`src/rtl/dma_desc_chan.sv`:
```
module dma_desc_chan #(
  parameter int LEN_W = 13
) (
  input  logic        clk,
  input  logic        rst_n,
  input  logic        reg_we,
  input  logic        reg_sel,
  input  logic [31:0] reg_wdata,
  output logic [31:0] ctrl_rd,
  output logic [31:0] cur_desc,
  output logic [31:0] cur_src,
  output logic [31:0] cur_tgt,
  output logic        mem_req,
  output logic        mem_we,
  output logic [31:0] mem_addr,
  output logic [2:0]  mem_nbytes,
  output logic [31:0] mem_wdata,
  input  logic        mem_ack,
  input  logic [31:0] mem_rdata,
  input  logic        periph_req,
  output logic        irq
);
  typedef enum logic [2:0] {S_IDLE, S_FETCH, S_LOAD, S_WAITQ, S_RD, S_WR, S_DONE} st_t;

  st_t              st;
  logic             run, stop_ien, stopped, end_flag, start_flag;
  logic [27:0]      dptr;
  logic [31:0]      nxt, cmd, dbuf;
  logic [LEN_W-1:0] rem;
  logic [5:0]       bleft;
  logic [1:0]       widx;
  logic [2:0]       wbytes, beat;
  logic [5:0]       bbytes;

  wire inc_s   = cmd[31];
  wire inc_t   = cmd[30];
  wire paced   = cmd[29] | cmd[28];
  wire ctrl_wr = reg_we && !reg_sel;
  wire ptr_wr  = reg_we && reg_sel;
  wire go      = ctrl_wr && reg_wdata[31] && !run;

  always_comb begin
    case (cmd[15:14])
      2'd1:    wbytes = 3'd1;
      2'd2:    wbytes = 3'd2;
      default: wbytes = 3'd4;
    endcase
    case (cmd[17:16])
      2'd2:    bbytes = 6'd16;
      2'd3:    bbytes = 6'd32;
      default: bbytes = 6'd8;
    endcase
    beat = (rem < LEN_W'(wbytes)) ? rem[2:0] : wbytes;
  end

  wire last_beat  = (rem == LEN_W'(beat));
  wire burst_used = (bleft <= {3'b000, beat});

  assign mem_req   = (st == S_FETCH) || (st == S_RD) || (st == S_WR);
  assign mem_we    = (st == S_WR);
  assign mem_wdata = dbuf;
  assign cur_desc  = {dptr, 4'b0000};
  assign irq       = end_flag | start_flag | (stopped & stop_ien);
  assign ctrl_rd   = {run, 1'b0, stop_ien, 25'd0, stopped, end_flag, start_flag, 1'b0};

  always_comb begin
    case (st)
      S_FETCH: begin mem_addr = {dptr, widx, 2'b00}; mem_nbytes = 3'd4; end
      S_RD:    begin mem_addr = cur_src;             mem_nbytes = beat; end
      S_WR:    begin mem_addr = cur_tgt;             mem_nbytes = beat; end
      default: begin mem_addr = 32'd0;               mem_nbytes = 3'd0; end
    endcase
  end

  always_ff @(posedge clk or negedge rst_n) begin
    if (!rst_n) begin
      st         <= S_IDLE;
      run        <= 1'b0;
      stop_ien   <= 1'b0;
      stopped    <= 1'b0;
      end_flag   <= 1'b0;
      start_flag <= 1'b0;
      dptr       <= '0;
      nxt        <= '0;
      cmd        <= '0;
      dbuf       <= '0;
      rem        <= '0;
      bleft      <= '0;
      widx       <= '0;
      cur_src    <= '0;
      cur_tgt    <= '0;
    end else begin
      if (ctrl_wr) begin
        run      <= reg_wdata[31];
        stop_ien <= reg_wdata[29];
        if (reg_wdata[2]) end_flag   <= 1'b0;
        if (reg_wdata[1]) start_flag <= 1'b0;
        if (go)           stopped    <= 1'b0;
      end
      if (ptr_wr) dptr <= reg_wdata[31:4];

      case (st)
        S_IDLE:
          if (run) begin
            widx <= 2'd0;
            st   <= S_FETCH;
          end
        S_FETCH:
          if (mem_ack) begin
            case (widx)
              2'd0: nxt     <= mem_rdata;
              2'd1: cur_src <= mem_rdata;
              2'd2: cur_tgt <= mem_rdata;
              default: begin
                cmd <= mem_rdata;
                rem <= mem_rdata[LEN_W-1:0];
              end
            endcase
            widx <= widx + 2'd1;
            if (widx == 2'd3) st <= S_LOAD;
          end
        S_LOAD:
          if (!run) begin
            stopped <= 1'b1;
            st      <= S_IDLE;
          end else begin
            if (cmd[22]) start_flag <= 1'b1;
            if (rem == '0)  st <= S_DONE;
            else if (paced) st <= S_WAITQ;
            else            st <= S_RD;
          end
        S_WAITQ:
          if (!run) begin
            stopped <= 1'b1;
            st      <= S_IDLE;
          end else if (periph_req) begin
            bleft <= bbytes;
            st    <= S_RD;
          end
        S_RD:
          if (mem_ack) begin
            dbuf <= mem_rdata;
            st   <= S_WR;
          end
        S_WR:
          if (mem_ack) begin
            if (inc_s) cur_src <= cur_src + 32'(beat);
            if (inc_t) cur_tgt <= cur_tgt + 32'(beat);
            rem   <= rem - LEN_W'(beat);
            bleft <= burst_used ? 6'd0 : bleft - {3'b000, beat};
            if (last_beat) st <= S_DONE;
            else if (!run) begin
              stopped <= 1'b1;
              st      <= S_IDLE;
            end
            else if (paced && burst_used) st <= S_WAITQ;
            else st <= S_RD;
          end
        S_DONE: begin
          if (cmd[21]) end_flag <= 1'b1;
          if (nxt[0]) begin
            run     <= 1'b0;
            stopped <= 1'b1;
            st      <= S_IDLE;
          end else if (!run) begin
            stopped <= 1'b1;
            st      <= S_IDLE;
          end else begin
            dptr <= nxt[31:4];
            widx <= 2'd0;
            st   <= S_FETCH;
          end
        end
        default: st <= S_IDLE;
      endcase
    end
  end
endmodule


```
`config.mk`:
```
export PLATFORM = sky130hd
export DESIGN_NAME = dma_desc_chan
export DESIGN_NICKNAME = d
export VERILOG_FILES = /design/src/rtl/dma_desc_chan.sv
export SDC_FILE = /design/constraint.sdc
export NUM_CORES = 1
export LEC_CHECK = 0
export BUFFER_PORTS_ARGS = -buffer_cell sky130_fd_sc_hd__buf_2
export CAP_MARGIN = 20
export CORE_MARGIN = 10
export CORE_UTILIZATION = 49
export DETAILED_ROUTE_END_ITERATION = 12
export HOLD_SLACK_MARGIN = 0.1
export PLACE_DENSITY = 0.82
export REMOVE_ABC_BUFFERS = 1
export SETUP_SLACK_MARGIN = 0.02
export SYNTH_ARGS = -nofsm -noshare
export SYNTH_HDL_FRONTEND = slang
export SYNTH_SLANG_ARGS = --single-unit
```
`constraint.sdc`:
```
create_clock -name clk -period 3.7 [get_ports clk]
set_input_delay 0.185 -clock clk [delete_from_list [all_inputs] [get_ports clk]]
set_output_delay 0.185 -clock clk [all_outputs]
set_load 0.005 [all_outputs]
```
==> metrics.md <==
| Metric | Value |
|---|---|
| Overall power | 12700 µW |
| Layout fillers | 1741 |
| Hold Crit Depth | 4 |
| Final wirelength | 40800 µm |
| Worst R2R Path Depth | 19 |
| Synthesized area | 11300 µm² |
| Die footprint | 29500 µm² |
| # DRC | 0 |
| Switching power total | roughly 5500 µW |
| Peak VDD IR | 511 µV |
| # clock sinks | about 190 |
| Global-route wire length before repair | 61600 µm |
| Clock Pin Slew Worst Setup and Hold Paths | 0.08 ns |
| Flop pwr share | 0.327 |
| Top post-synthesis cells by area | dfrtp_1, mux2_2, mux2i_1 |
| Avg WL per Cell | 22.2 µm |
| Post-synthesis compound-gate area fraction | 0.193 |
| Core Area | 22600 µm² |
| FF/Latch Area | roughly 4800 µm² |
| #FFs+latches synth | about 190 |
| Largest family of logic cells by synthesized area | compound AO/OA/AOI/OAI gates |
| Multi-input gate area | 6090 µm² |
| Pin count of the biggest net entering global routing | 90 |
| Total gr overflow | 0 |
| Min cycle time layout | 3.68 ns |
| Crit. End Element | flop |
| Simple-Gate Fraction of Synth Area | 0.162 |
| Synth Flop Type | dfrtp_1 |
| Via count | 11400 |
| Critical Path Fanout Max | 5 |
| Die W | roughly 170 µm |
| Post-synthesis instance total | 1229 |
| Sequential area share after synthesis | 0.426 |
| Clk buf depth | 2 |
| CTS tree | built |
| Clock power share | 0.152 |
| RSZ-0062 raised after global routing | yes |
| GRT Total Usage | 0.265 |
| Die Ht | 172 µm |
| Async SR Flop Fraction | 1.00 |
| Pre-CTS WS | -0.189 ns |
| Placed cells | 1736 |
| Design area | 14400 µm² |
| Initial antenna violation count | 1 |
| Mux share of post-synthesis cell area | 0.126 |
| Final WS setup | 0.0186 ns |
| Slew @ Worst Pin | 0.799 ns |
| Vias in the first global route | 11200 |
| Rows | 55 |
| Synth cell types | 77 |
| Cts bufs inserted | 17 |
| Net Sw Frac | 0.436 |
| Synth Warn # | 0 |
| Synth Area in XOR/XNOR | 0.00388 |
| Worst hold path type | in -> reg |
| Vias per cell | 6.20 |
| Pint | just over 7000 µW |
| Final ANT Viol Nets | 0 |
| CP required | 4.02 ns |
| Routability cong. | roughly 0.9 |
| Mean Syn Cell Area | about 9.2 µm² |
| Fin. Hold Viols | 0 |
| IO buf count | 234 |
| CP Class | reg -> reg |
| Fmax | 272 MHz |
| Post-synth EDFFs | 0 |
| CP peak stage delay | 0.43 ns |
| Area grow syn2layout | 28.1% |
| Final Slew Violations | 0 |
| Root Buffer | clkbuf_16 |
| Crit-path slowest cell | or4_4 |
| Clk Latency, worst-skew pair | 0.44 ns |
| Layout Cells excl Fill | 1834 |
| Initial Util | 0.498 |
| Adder-Cell Fraction of Synth Area | 0.0257 |
| Final setup fails | 0 |
| Power Density | between 800 and 900 nW/µm² |
| Initial DRC Count | approximately 1300 |
| Io pins | 268 |
| Post-DP Area | 13000 µm² |
| Final HPWL DP | 28000 µm |
| Cells along the critical path | inv_1, ha_1, inv_2, ha_4, a21oi_2, buf_4, o41ai_4, nor2_2, nor2_1, a21oi_1, buf_4, inv_1, ha_4, a21oi_2, or4_4, or3_4, or3_1, a21oi_1, nor2_1 |
| Comb pwr share | 0.522 |
| TritonRoute pass-1 iters | 5 |
| CP arrival | 4.00 ns |
| Layout cell share with drive strength beyond 1 | 0.311 |
| Area leader, netlist | dfrtp_1 |
| Outcome | finished clean |
| CTS HTree Levels | 4 |
| Slew margin rel. | 0.466 |
| # diodes | 0 |
| Synth top area share | 0.426 |
| Clock skew | 0.0153 ns |
| Final worst path period share | 0.995 |
| Max Cap Violations | 0 |
| Leakage | 0.00668 µW |
| Worst setup SP type | flop |
| Layout net count | 1629 |
logic make-up (layout without fill, tap and decap cells):
logic type,Yosys count,after routing
flip-flops,192,192
AO/OA/AOI/OAI,340,340
adder cells (fa/ha/maj),22,22
multiplexers,133,133
other,1,31
XOR/XNOR,5,5
AND/OR/NAND/NOR,390,390
buffers and inverters,146,436
critical path: cells and delay by family, from the launching register on:
family,cells,cell delay [ns]
AO/OA/AOI/OAI,5,0.53
adder cells (fa/ha/maj),3,0.78
AND/OR/NAND/NOR,6,1.40
buffers and inverters,5,0.49
flip-flops,1,0.34
power groups by stage:
stage,Clock [µW],Combinational (µW),Sequential (µW)
CTS,1940,6290,4070
detailed placement,0,6060,4080
finish,1930,6630,4150
floorplan,0,3360,3950
global route,2020,7180,4250
global placement,0,5900,4030
registers in the layout, summed over array words and instances (netlist names), 6 cells and up:
register   flops
mem_wdata     32
cmd           10
bleft          6
nxt           29
cur_src       32
cur_tgt       32
rem           13
dptr          28
metal layers:
layer | track usage | vias up | share of wire
li1 | - | 5020 | -
met1 | 0.323 | 5575 | 0.39
met2 | 0.435 | 653 | 0.49
met3 | 0.0658 | 114 | 0.093
met4 | 0.119 | 2 | 0.033
met5 | 0 | - | 0.00032
what timing repair did:
action                                 4_1_cts  5_1_grt
endpoints found under the hold margin      176        0
hold buffers                                57        0
setup buffers                                1        8
setup endpoints to repair                   30       43
pin swaps                                    4       11
gates resized for setup                     19       28
layout make-up:
class | count | area share
well taps | 285 | 0.0247
clock inverters | 12 | 0.0101
inverters | 27 | 0.00702
repair buffers | 378 | 0.172
flip-flops and latches | 192 | 0.333
clock buffers | 19 | 0.0314
multi-input cells | 921 | 0.422
placed cells by master, fill, tap and decap left out, types with 6 or more instances in the layout:
cell type / count
buf_2: 233
dfrtp_1: 190
nor2_1: 130
a21oi_1: 113
nand2_1: 103
buf_4: 79
o21ai_0: 76
mux2_2: 70
mux2i_1: 63
dlygate4sd3_1: 57
conb_1: 31
nand3_1: 30
inv_1: 23
a31oi_1: 21
and3_1: 20
o22ai_1: 17
nor3_1: 17
clkbuf_16: 17
o22a_1: 16
nand4_1: 15
a311oi_1: 14
ha_1: 14
or3_1: 13
nor2b_1: 8
nor4_1: 6
nor3_2: 6
buf_12: 6
path summary, 6_finish.rpt:
kind / startpoint / endpoint / slack [ns]
min in group asynchronous: rst_n / dptr[13] / 0.33
setup reg to reg: cmd[14] / cur_src[29] / 0.02
hold / removal: reg_sel / run / 0.12
hold reg to reg: nxt[14] / dptr[10] / 0.48
setup / recovery: cmd[14] / cur_src[29] / 0.02
max in group asynchronous: rst_n / mem_wdata[14] / 2.45
cell usage after synthesis (3+ instances only):
| cell | n |
|---|---|
| a211o_1 | 3 |
| a211oi_1 | 5 |
| a21o_1 | 6 |
| a21oi_1 | 115 |
| a221o_1 | 3 |
| a22oi_1 | 5 |
| a2bb2oi_1 | 5 |
| a311o_1 | 3 |
| a311oi_1 | 15 |
| a31oi_1 | 22 |
| a41o_1 | 4 |
| a41oi_1 | 3 |
| and2_1 | 6 |
| and3_1 | 20 |
| and4_1 | 4 |
| buf_1 | 10 |
| buf_2 | 8 |
| buf_4 | 37 |
| clkbuf_1 | 63 |
| dfrtp_1 | 192 |
| ha_1 | 20 |
| inv_1 | 26 |
| mux2_2 | 70 |
| mux2i_1 | 63 |
| nand2_1 | 107 |
| nand2b_1 | 4 |
| nand3_1 | 30 |
| nand4_1 | 15 |
| nor2_1 | 134 |
| nor2b_1 | 9 |
| nor3_1 | 22 |
| nor4_1 | 8 |
| o211ai_1 | 3 |
| o21a_1 | 4 |
| o21ai_0 | 80 |
| o22a_1 | 16 |
| o22ai_1 | 17 |
| o31ai_1 | 6 |
| o32ai_1 | 4 |
| or2_2 | 4 |
| or3_1 | 13 |
| xor2_1 | 3 |
through the flow:
stage | setup TNS (ns) | util | hold slack [ns]
finish | 0 | 0.638 | 0.121
detailed placement | -1.00 | 0.573 | 0.297
global route | -0.612 | 0.638 | 0.129
global placement | -0.0591 | 0.573 | 0.298
CTS | 0 | 0.630 | 0.101
floorplan | -155.42 | - | -0.111
No activity file was read; power rests on OpenSTA's default activity.
